**src/rtl/fp8_quant.sv**
```systemverilog
module fp8_quant #(
  parameter int SCALE_W = 8
) (
  input  logic               clk,
  input  logic               rst_n,
  input  logic               in_valid,
  output logic               in_ready,
  input  logic [31:0]        in_data,
  input  logic [SCALE_W-1:0] in_scale,
  input  logic               in_fmt,
  output logic               out_valid,
  input  logic               out_ready,
  output logic [7:0]         out_code
);
  localparam int EW = ((SCALE_W > 9) ? SCALE_W : 9) + 2;

  logic        sgn;
  logic [7:0]  e32;
  logic [22:0] f32;
  logic        is_nan, is_inf, is_zero, is_sub;
  logic [4:0]  lead;

  assign sgn     = in_data[31];
  assign e32     = in_data[30:23];
  assign f32     = in_data[22:0];
  assign is_nan  = (e32 == 8'hFF) && (f32 != '0);
  assign is_inf  = (e32 == 8'hFF) && (f32 == '0);
  assign is_zero = (e32 == 8'h00) && (f32 == '0);
  assign is_sub  = (e32 == 8'h00) && (f32 != '0);

  always_comb begin
    lead = '0;
    for (int i = 0; i < 23; i++)
      if (f32[i]) lead = 5'(i);
  end

  logic signed [EW-1:0] e_unb, e_reb, e_neg;
  logic [23:0]          sig;
  logic [4:0]           sh;
  logic [55:0]          wide;

  assign e_unb = is_sub ? (EW'(lead) - EW'(149)) : (EW'(e32) - EW'(127));
  assign e_reb = e_unb + EW'($signed(in_scale)) + (in_fmt ? EW'(15) : EW'(7));
  assign e_neg = EW'(1) - e_reb;
  assign sig   = is_sub ? ({1'b0, f32} << (5'd23 - lead)) : {1'b1, f32};
  assign sh    = (e_reb > 0) ? 5'd0 : ((e_neg > 31) ? 5'd31 : e_neg[4:0]);
  assign wide  = {sig, 32'b0} >> sh;

  logic [EW-1:0] expf;
  logic          inc4, inc5;
  logic [EW+2:0] mag4;
  logic [EW+1:0] mag5;

  assign expf = wide[55] ? e_reb : '0;
  assign inc4 = wide[51] && ((|wide[50:0]) || wide[52]);
  assign inc5 = wide[52] && ((|wide[51:0]) || wide[53]);
  assign mag4 = {expf, wide[54:52]} + (EW+3)'(inc4);
  assign mag5 = {expf, wide[54:53]} + (EW+2)'(inc5);

  logic [7:0] conv;

  always_comb begin
    if (is_nan)
      conv = 8'h7F;
    else if (is_inf)
      conv = in_fmt ? {sgn, 7'h7C} : {sgn, 7'h7E};
    else if (is_zero)
      conv = {sgn, 7'h00};
    else if (in_fmt)
      conv = (mag5 > (EW+2)'('h7B)) ? {sgn, 7'h7B} : {sgn, mag5[6:0]};
    else
      conv = (mag4 > (EW+3)'('h7E)) ? {sgn, 7'h7E} : {sgn, mag4[6:0]};
  end

  assign in_ready = !out_valid || out_ready;

  always_ff @(posedge clk) begin
    if (!rst_n) begin
      out_valid <= 1'b0;
      out_code  <= 8'h00;
    end else if (in_valid && in_ready) begin
      out_valid <= 1'b1;
      out_code  <= conv;
    end else if (out_ready) begin
      out_valid <= 1'b0;
    end
  end
endmodule

```
**config.mk**
```make
export PLATFORM = sky130hd
export DESIGN_NAME = fp8_quant
export DESIGN_NICKNAME = d
export VERILOG_FILES = /design/src/rtl/fp8_quant.sv
export SDC_FILE = /design/constraint.sdc
export NUM_CORES = 1
export LEC_CHECK = 0
export BUFFER_PORTS_ARGS = -buffer_cell sky130_fd_sc_hd__clkbuf_2
export CORE_UTILIZATION = 40
export CTS_BUF_LIST = sky130_fd_sc_hd__clkbuf_2
export CTS_CLUSTER_SIZE = 8
export DETAILED_ROUTE_END_ITERATION = 8
export PLACE_DENSITY_LB_ADDON = 0.12
export SLEW_MARGIN = 20
export SYNTH_ARGS = -nofsm -noshare
export SYNTH_HDL_FRONTEND = slang
export SYNTH_SLANG_ARGS = --single-unit
```
**constraint.sdc**
```tcl
create_clock -name clk -period 11 [get_ports clk]
set_clock_uncertainty 0.2 [all_clocks]
set_input_delay 1.65 -clock clk [delete_from_list [all_inputs] [get_ports clk]]
set_output_delay 1.65 -clock clk [all_outputs]
set_load 0.02 [all_outputs]
```
==> results.sh, run 1 <==
export IMPL_synth_async_reset_ratio_pct=0
export IMPL_start_kind="primary input"
export IMPL_crit_start="in_data[9]"
export IMPL_via_per_inst=6.816
export IMPL_die_h_um=121.7
export IMPL_ios=55
export IMPL_worstMarginPinSlew_ps=967.0
export IMPL_rsz0062_at_grt="false"
export IMPL_synth_avg_cell_area_um2=6.463
export IMPL_endpoint="out_code[0]"
export IMPL_final_nets=988
export IMPL_final_cell_count_no_fill=1094
export IMPL_clk_pin_slew_ps=80
export IMPL_fmaxAchievable_mhz=97.20
export IMPL_seqCellArea_um2=180.2
export IMPL_timing_rr_end="out_code[0]"
export IMPL_grt_start_max_net_pins=29
export IMPL_core_um2=13930
export IMPL_diodes=0
export IMPL_port_buffers=54
export IMPL_synthesis_area_um2=5733
export IMPL_num_rows=43
export IMPL_track_usage_pct=31.41
export IMPL_cts_root_buf="clkbuf_2"
export IMPL_htreeDepth=1
export IMPL_dpl_hpwl_um=18270
export IMPL_cts_buffer_depth=2
export IMPL_wl_um=23490
export IMPL_cpPeakStageDelay_ps=680
export IMPL_crit_type="primary input to flip-flop"
export IMPL_placedCellCount=1090
export IMPL_firstDrtPassIters=6
export IMPL_vdd_drop_max_mv=0.03388
export IMPL_clk_latency_ps=240
export IMPL_synth_most_common_cell="nor2_1"
export IMPL_postRouteAntennaNets=0
export IMPL_layout_drive_gt1_share_pct=13.24
export IMPL_r2r_start="out_valid"
export IMPL_ys_ff_latch=9
export IMPL_powerDensity_nw_per_um2=94.32
export IMPL_arrival_ps=10210
export IMPL_period_needed_ps=10290
export IMPL_gp_congestion=1.061
export IMPL_hold_path_class="flip-flop to flip-flop"
export IMPL_drc=0
export IMPL_grt_ovfl_total=0
export IMPL_cts_inserted_buffers=3
export IMPL_setup_viol=0
export IMPL_cts_tree="yes"
export IMPL_ys_types=91
export IMPL_slew_headroom_pct=35.10
export IMPL_finalSetupTns_ps=0
export IMPL_synth_flop_cell="dfxtp_1"
export IMPL_dieArea_um2=14820
export IMPL_drtIter0Drc=803
export IMPL_leakage_nw=2.402
export IMPL_required_ps=10920
export IMPL_synth_net_count=960
export IMPL_worst_setup_path_end_kind="flip-flop"
export IMPL_antenna_found_initial=0
export IMPL_syn_inst=887
export IMPL_yosys_warnings=0
export IMPL_num_vias=7457
export IMPL_die_width_um=121.7
export IMPL_hold_buffers=0
export IMPL_cts_sinks=9
export IMPL_first_global_vias=6901
export IMPL_grt_first_pass_wirelength_um=36960
export IMPL_synth_edff_count=0
export IMPL_hold_viol=0
export IMPL_r2r_slack_ps=8880
export IMPL_maxCapViolCount=0
export IMPL_fillers=1540
export IMPL_initial_core_util_pct=41.14
export IMPL_ys_top_cells_by_area="ha_1, nor2_1, nand2_1"
export IMPL_slowest_stage="or4_1"
export IMPL_multi_input_area_um2=5177
export IMPL_crit_path_max_fanout=12
export IMPL_status="finished clean"
export IMPL_fin_crit_sh_pct=93.53
export IMPL_slew_violations=0
export IMPL_post_drt_wl_per_cell_um=21.47
export IMPL_yosys_area_top_type="ha_1"
export IMPL_reg2reg_depth=6
export IMPL_synthDominantCellAreaShare_pct=5.674
export IMPL_seq_area_frac_synth_pct=3.143
export IMPL_syn_to_final_growth_pct=8.533
export IMPL_synthTopCellsByCount="nor2_1, nand2_1, a21oi_1"
worst max-delay path, delay by kind of cell:
| kind | cells | cell delay, ps |
|---|---|---|
| AOI/OAI and AO/OA | 13 | 2780 |
| xor gates and xnor gates | 1 | 150 |
| adders and majority gates | 3 | 1260 |
| buffers and inverters | 5 | 710 |
| and+or+nand+nor | 12 | 3610 |
logic make-up after synthesis:
family / count (synthesis) / share of synthesized area (%)
buf+inv: 96 / 6.875
fa+ha+maj: 28 / 6.373
flops: 9 / 3.143
mux: 28 / 5.020
compound gates: 328 / 41.16
simple gates: 367 / 32.56
xor+xnor: 31 / 4.867
flip-flops by register name, summed over array words and instances (netlist names):
signal / cells
out_valid: 1
out_code: 8
through the flow:
stage	utilization (%)	worst slack, ps	power, mW	hold slack, ps	area (µm²)
3_5_place_dp	44.39	333.5	0.5525	327.7	6186
2_1_floorplan	-	836.1	0.4209	414.5	5733
5_1_grt	44.65	28.28	0.6364	398.1	6222
4_1_cts	44.54	567.0	0.5766	346.9	6206
3_3_place_gp	44.39	495.2	0.5563	333.0	6186
6_report	44.65	712.2	0.5869	339.8	6222
routing by layer:
layer,share of wire [%],track usage [%],up-vias
li1,-,-,3498
met1,41,40.18,3435
met2,46,52.63,420
met3,8.3,3.699,104
met4,4.8,14.04,0
met5,0,0,-
cell usage in the layout, fill, tap and decap left out, types with 11 or more instances in the layout:
master and instances:
xnor2_1 21, buf_4 28, a221oi_1 11, nor2_1 82, clkbuf_2 58, nor3_1 28, o211ai_1 23, a21o_1 11
nor4_1 11, nand2_1 80, nand2b_1 16, a21oi_1 57, and3_1 13, a31oi_1 23, o21ai_0 45, nand3_1 46
a211oi_1 18, mux2i_1 22, o31ai_1 11, inv_1 35, ha_1 26, and2_1 16, nand4_1 19
worst min path at each step:
stage | start | to | slack, ps | depth (start not counted)
final | out_valid | out_valid | 340 | 2
after floorplan | out_code[5] | out_code[5] | 410 | 2
after CTS | out_valid | out_valid | 350 | 2
after global placement | out_valid | out_valid | 330 | 2
after detailed placement | out_valid | out_valid | 330 | 2
after global routing | out_valid | out_valid | 400 | 2
area by class of cell:
type / instances / share of cell area, %
multi-input cells: 782 / 83.21
repair buffers: 82 / 7.722
well taps: 180 / 3.620
flip-flops and latches: 9 / 2.896
inverters: 37 / 2.232
clock buffers: 4 / 0.3217
what timing repair did:
action / 4_1_cts / 5_1_grt
hold endpoints to repair: 0 / 0
gates resized for setup: 0 / 3
setup buffers: 0 / 0
endpoints found under the setup margin: 0 / 3
power breakdown:
group | internal (mW) | switching [mW]
clock network | 0.00966 | 0.0119
logic | 0.189 | 0.338
registers | 0.0362 | 0.00186
total | 0.235 | 0.352
No activity file was read; power rests on OpenSTA's default activity.
==> inputs of run 2 (changes only) <==
--- a/config.mk
+++ b/config.mk
@@ -6,11 +6,13 @@
 export NUM_CORES = 1
 export LEC_CHECK = 0
 export BUFFER_PORTS_ARGS = -buffer_cell sky130_fd_sc_hd__clkbuf_2
+export CORE_MARGIN = 5
 export CORE_UTILIZATION = 40
 export CTS_BUF_LIST = sky130_fd_sc_hd__clkbuf_2
 export CTS_CLUSTER_SIZE = 8
 export DETAILED_ROUTE_END_ITERATION = 8
 export PLACE_DENSITY_LB_ADDON = 0.12
+export SKIP_LAST_GASP = 1
 export SLEW_MARGIN = 20
 export SYNTH_ARGS = -nofsm -noshare
 export SYNTH_HDL_FRONTEND = slang
==> results.sh, run 2 (synthesis results as in run 1) <==
export IMPL_status="finished clean"
export IMPL_hold_buffers=0
export IMPL_internal_power_uw=235.1
export IMPL_num_vias=7418
export IMPL_slew_violations=0
export IMPL_diodes=0
export IMPL_p_comb_share_pct=89.5
export IMPL_fmaxAchievable_mhz=98.39
export IMPL_grt_start_max_net_pins=29
export IMPL_antenna_found_initial=0
export IMPL_r2r_start="out_valid"
export IMPL_cts_sinks=9
export IMPL_swShare_pct=60.07
export IMPL_final_common_cell="nor2_1"
export IMPL_cts_buffer_depth=2
export IMPL_fin_crit_sh_pct=92.40
export IMPL_largest_register="out_code"
export IMPL_crit_type="primary input to flip-flop"
export IMPL_seqPwrFrac_pct=6.4
export IMPL_crit_start="in_data[16]"
export IMPL_die_h_um=129.7
export IMPL_period_needed_ps=10160
export IMPL_leakage_nw=2.403
export IMPL_reg2reg_depth=6
export IMPL_maxCapViolCount=0
export IMPL_clk_pin_slew_ps=110
export IMPL_num_rows=43
export IMPL_htreeDepth=1
export IMPL_clk_latency_ps=260
export IMPL_grt_ovfl_total=0
export IMPL_drtIter0Drc=1126
export IMPL_cts_resized=0
export IMPL_pwr_share_clk_pct=4.0
export IMPL_cts_root_buf="clkbuf_2"
export IMPL_slew_headroom_pct=33.54
export IMPL_first_global_vias=6898
export IMPL_arrival_ps=10110
export IMPL_initial_core_util_pct=40.98
export IMPL_layout_drive_gt1_share_pct=12.95
export IMPL_largest_register_ffs=8
export IMPL_hold_viol=0
export IMPL_reg_largest_list="out_code (8), out_valid (1)"
export IMPL_die_width_um=129.7
export IMPL_powerDensity_nw_per_um2=94.77
export IMPL_dpl_hpwl_um=18550
export IMPL_cpPeakStageDelay_ps=690
export IMPL_cts_tree="yes"
export IMPL_cts_setup_buffers=0
export IMPL_layout_common_cells="nor2_1, nand2_1, clkbuf_2"
export IMPL_track_usage_pct=27.32
export IMPL_fin_util_pct=44.42
export IMPL_required_ps=10940
export IMPL_post_drt_wl_per_cell_um=21.58
export IMPL_ios=55
export IMPL_slowest_stage="or4_1"
export IMPL_hold_path_class="flip-flop to flip-flop"
export IMPL_holdCritStartpoint="out_valid"
export IMPL_via_per_inst=6.799
export IMPL_finalSetupTns_ps=0
export IMPL_setup_viol=0
export IMPL_syn_to_final_growth_pct=8.381
export IMPL_worst_setup_path_end_kind="flip-flop"
export IMPL_postRouteAntennaNets=0
export IMPL_firstDrtPassIters=6
export IMPL_vdd_drop_max_mv=0.03082
export IMPL_core_um2=13990
export IMPL_p_sw_uw=353.7
export IMPL_rsz0062_at_grt="false"
export IMPL_worstMarginPinSlew_ps=990.2
export IMPL_grt_first_pass_wirelength_um=37450
export IMPL_gp_congestion=1.027
export IMPL_cts_inserted_buffers=3
export IMPL_port_buffers=54
export IMPL_dieArea_um2=16830
export IMPL_crit_path_max_fanout=12
export IMPL_wl_um=23540
export IMPL_drc=0
export IMPL_hold_path_cell_count=2
export IMPL_final_nets=985
export IMPL_start_kind="primary input"
==> run 2: area by class of cell <==
type / count / area [µm²]
multi-input combinational: 782 / 5191
timing repair buffer: 79 / 457.9
tap: 180 / 225.2
inverter: 37 / 138.9
fill: 1489 / 7775
clock buffer: 4 / 20.02
sequential: 9 / 180.2
==> run 2: through the flow <==
step	instances	area, µm²	power, mW	hold slack, ps	setup WS (ps)
finish	1091	6213	0.5889	343.8	836.4
global route	1091	6213	0.6436	413.5	1.410
CTS	1091	6183	0.5768	354.0	636.3
detailed placement	1087	6163	0.5520	342.4	398.6
global placement	1087	6163	0.5579	327.6	640.9
floorplan	887	5733	0.4209	414.5	836.1
==> run 2: layer usage <==
layer  GRT usage, %  part of all wire [%]  wire, µm  vias up
met1          35.74                    41      9702     3433
met4          11.74                   5.0      1167        0
met2          45.74                    46     10860      408
met3          2.743                   7.7      1804       85
met5              0                     0         0        -
li1               -                     -         -     3492
==> run 2: path summary, 6_finish.rpt <==
| path | endpoint | slack [ps] |
|---|---|---|
| worst min register to register | out_valid | 340 |
| worst max-delay path | out_code[0] | 840 |
| worst min-delay path | out_valid | 340 |
| worst max register to register | out_code[0] | 8880 |
==> run 2: power by group through the flow <==
stage	clock network [mW]	registers (mW)	logic, mW
2_1_floorplan	0	0.0431	0.378
3_3_place_gp	0	0.0388	0.519
3_5_place_dp	0	0.0389	0.513
4_1_cts	0.0232	0.0381	0.516
5_1_grt	0.0262	0.0386	0.579
6_report	0.0238	0.0380	0.527
==> run 2: critical path, delay by kind of cell <==
family                     cells  cell delay (ps)
AOI/OAI and AO/OA             14             3190
xor gates and xnor gates       1              150
adders and majority gates      3             1240
buffers and inverters          5              700
and+or+nand+nor               11             3190
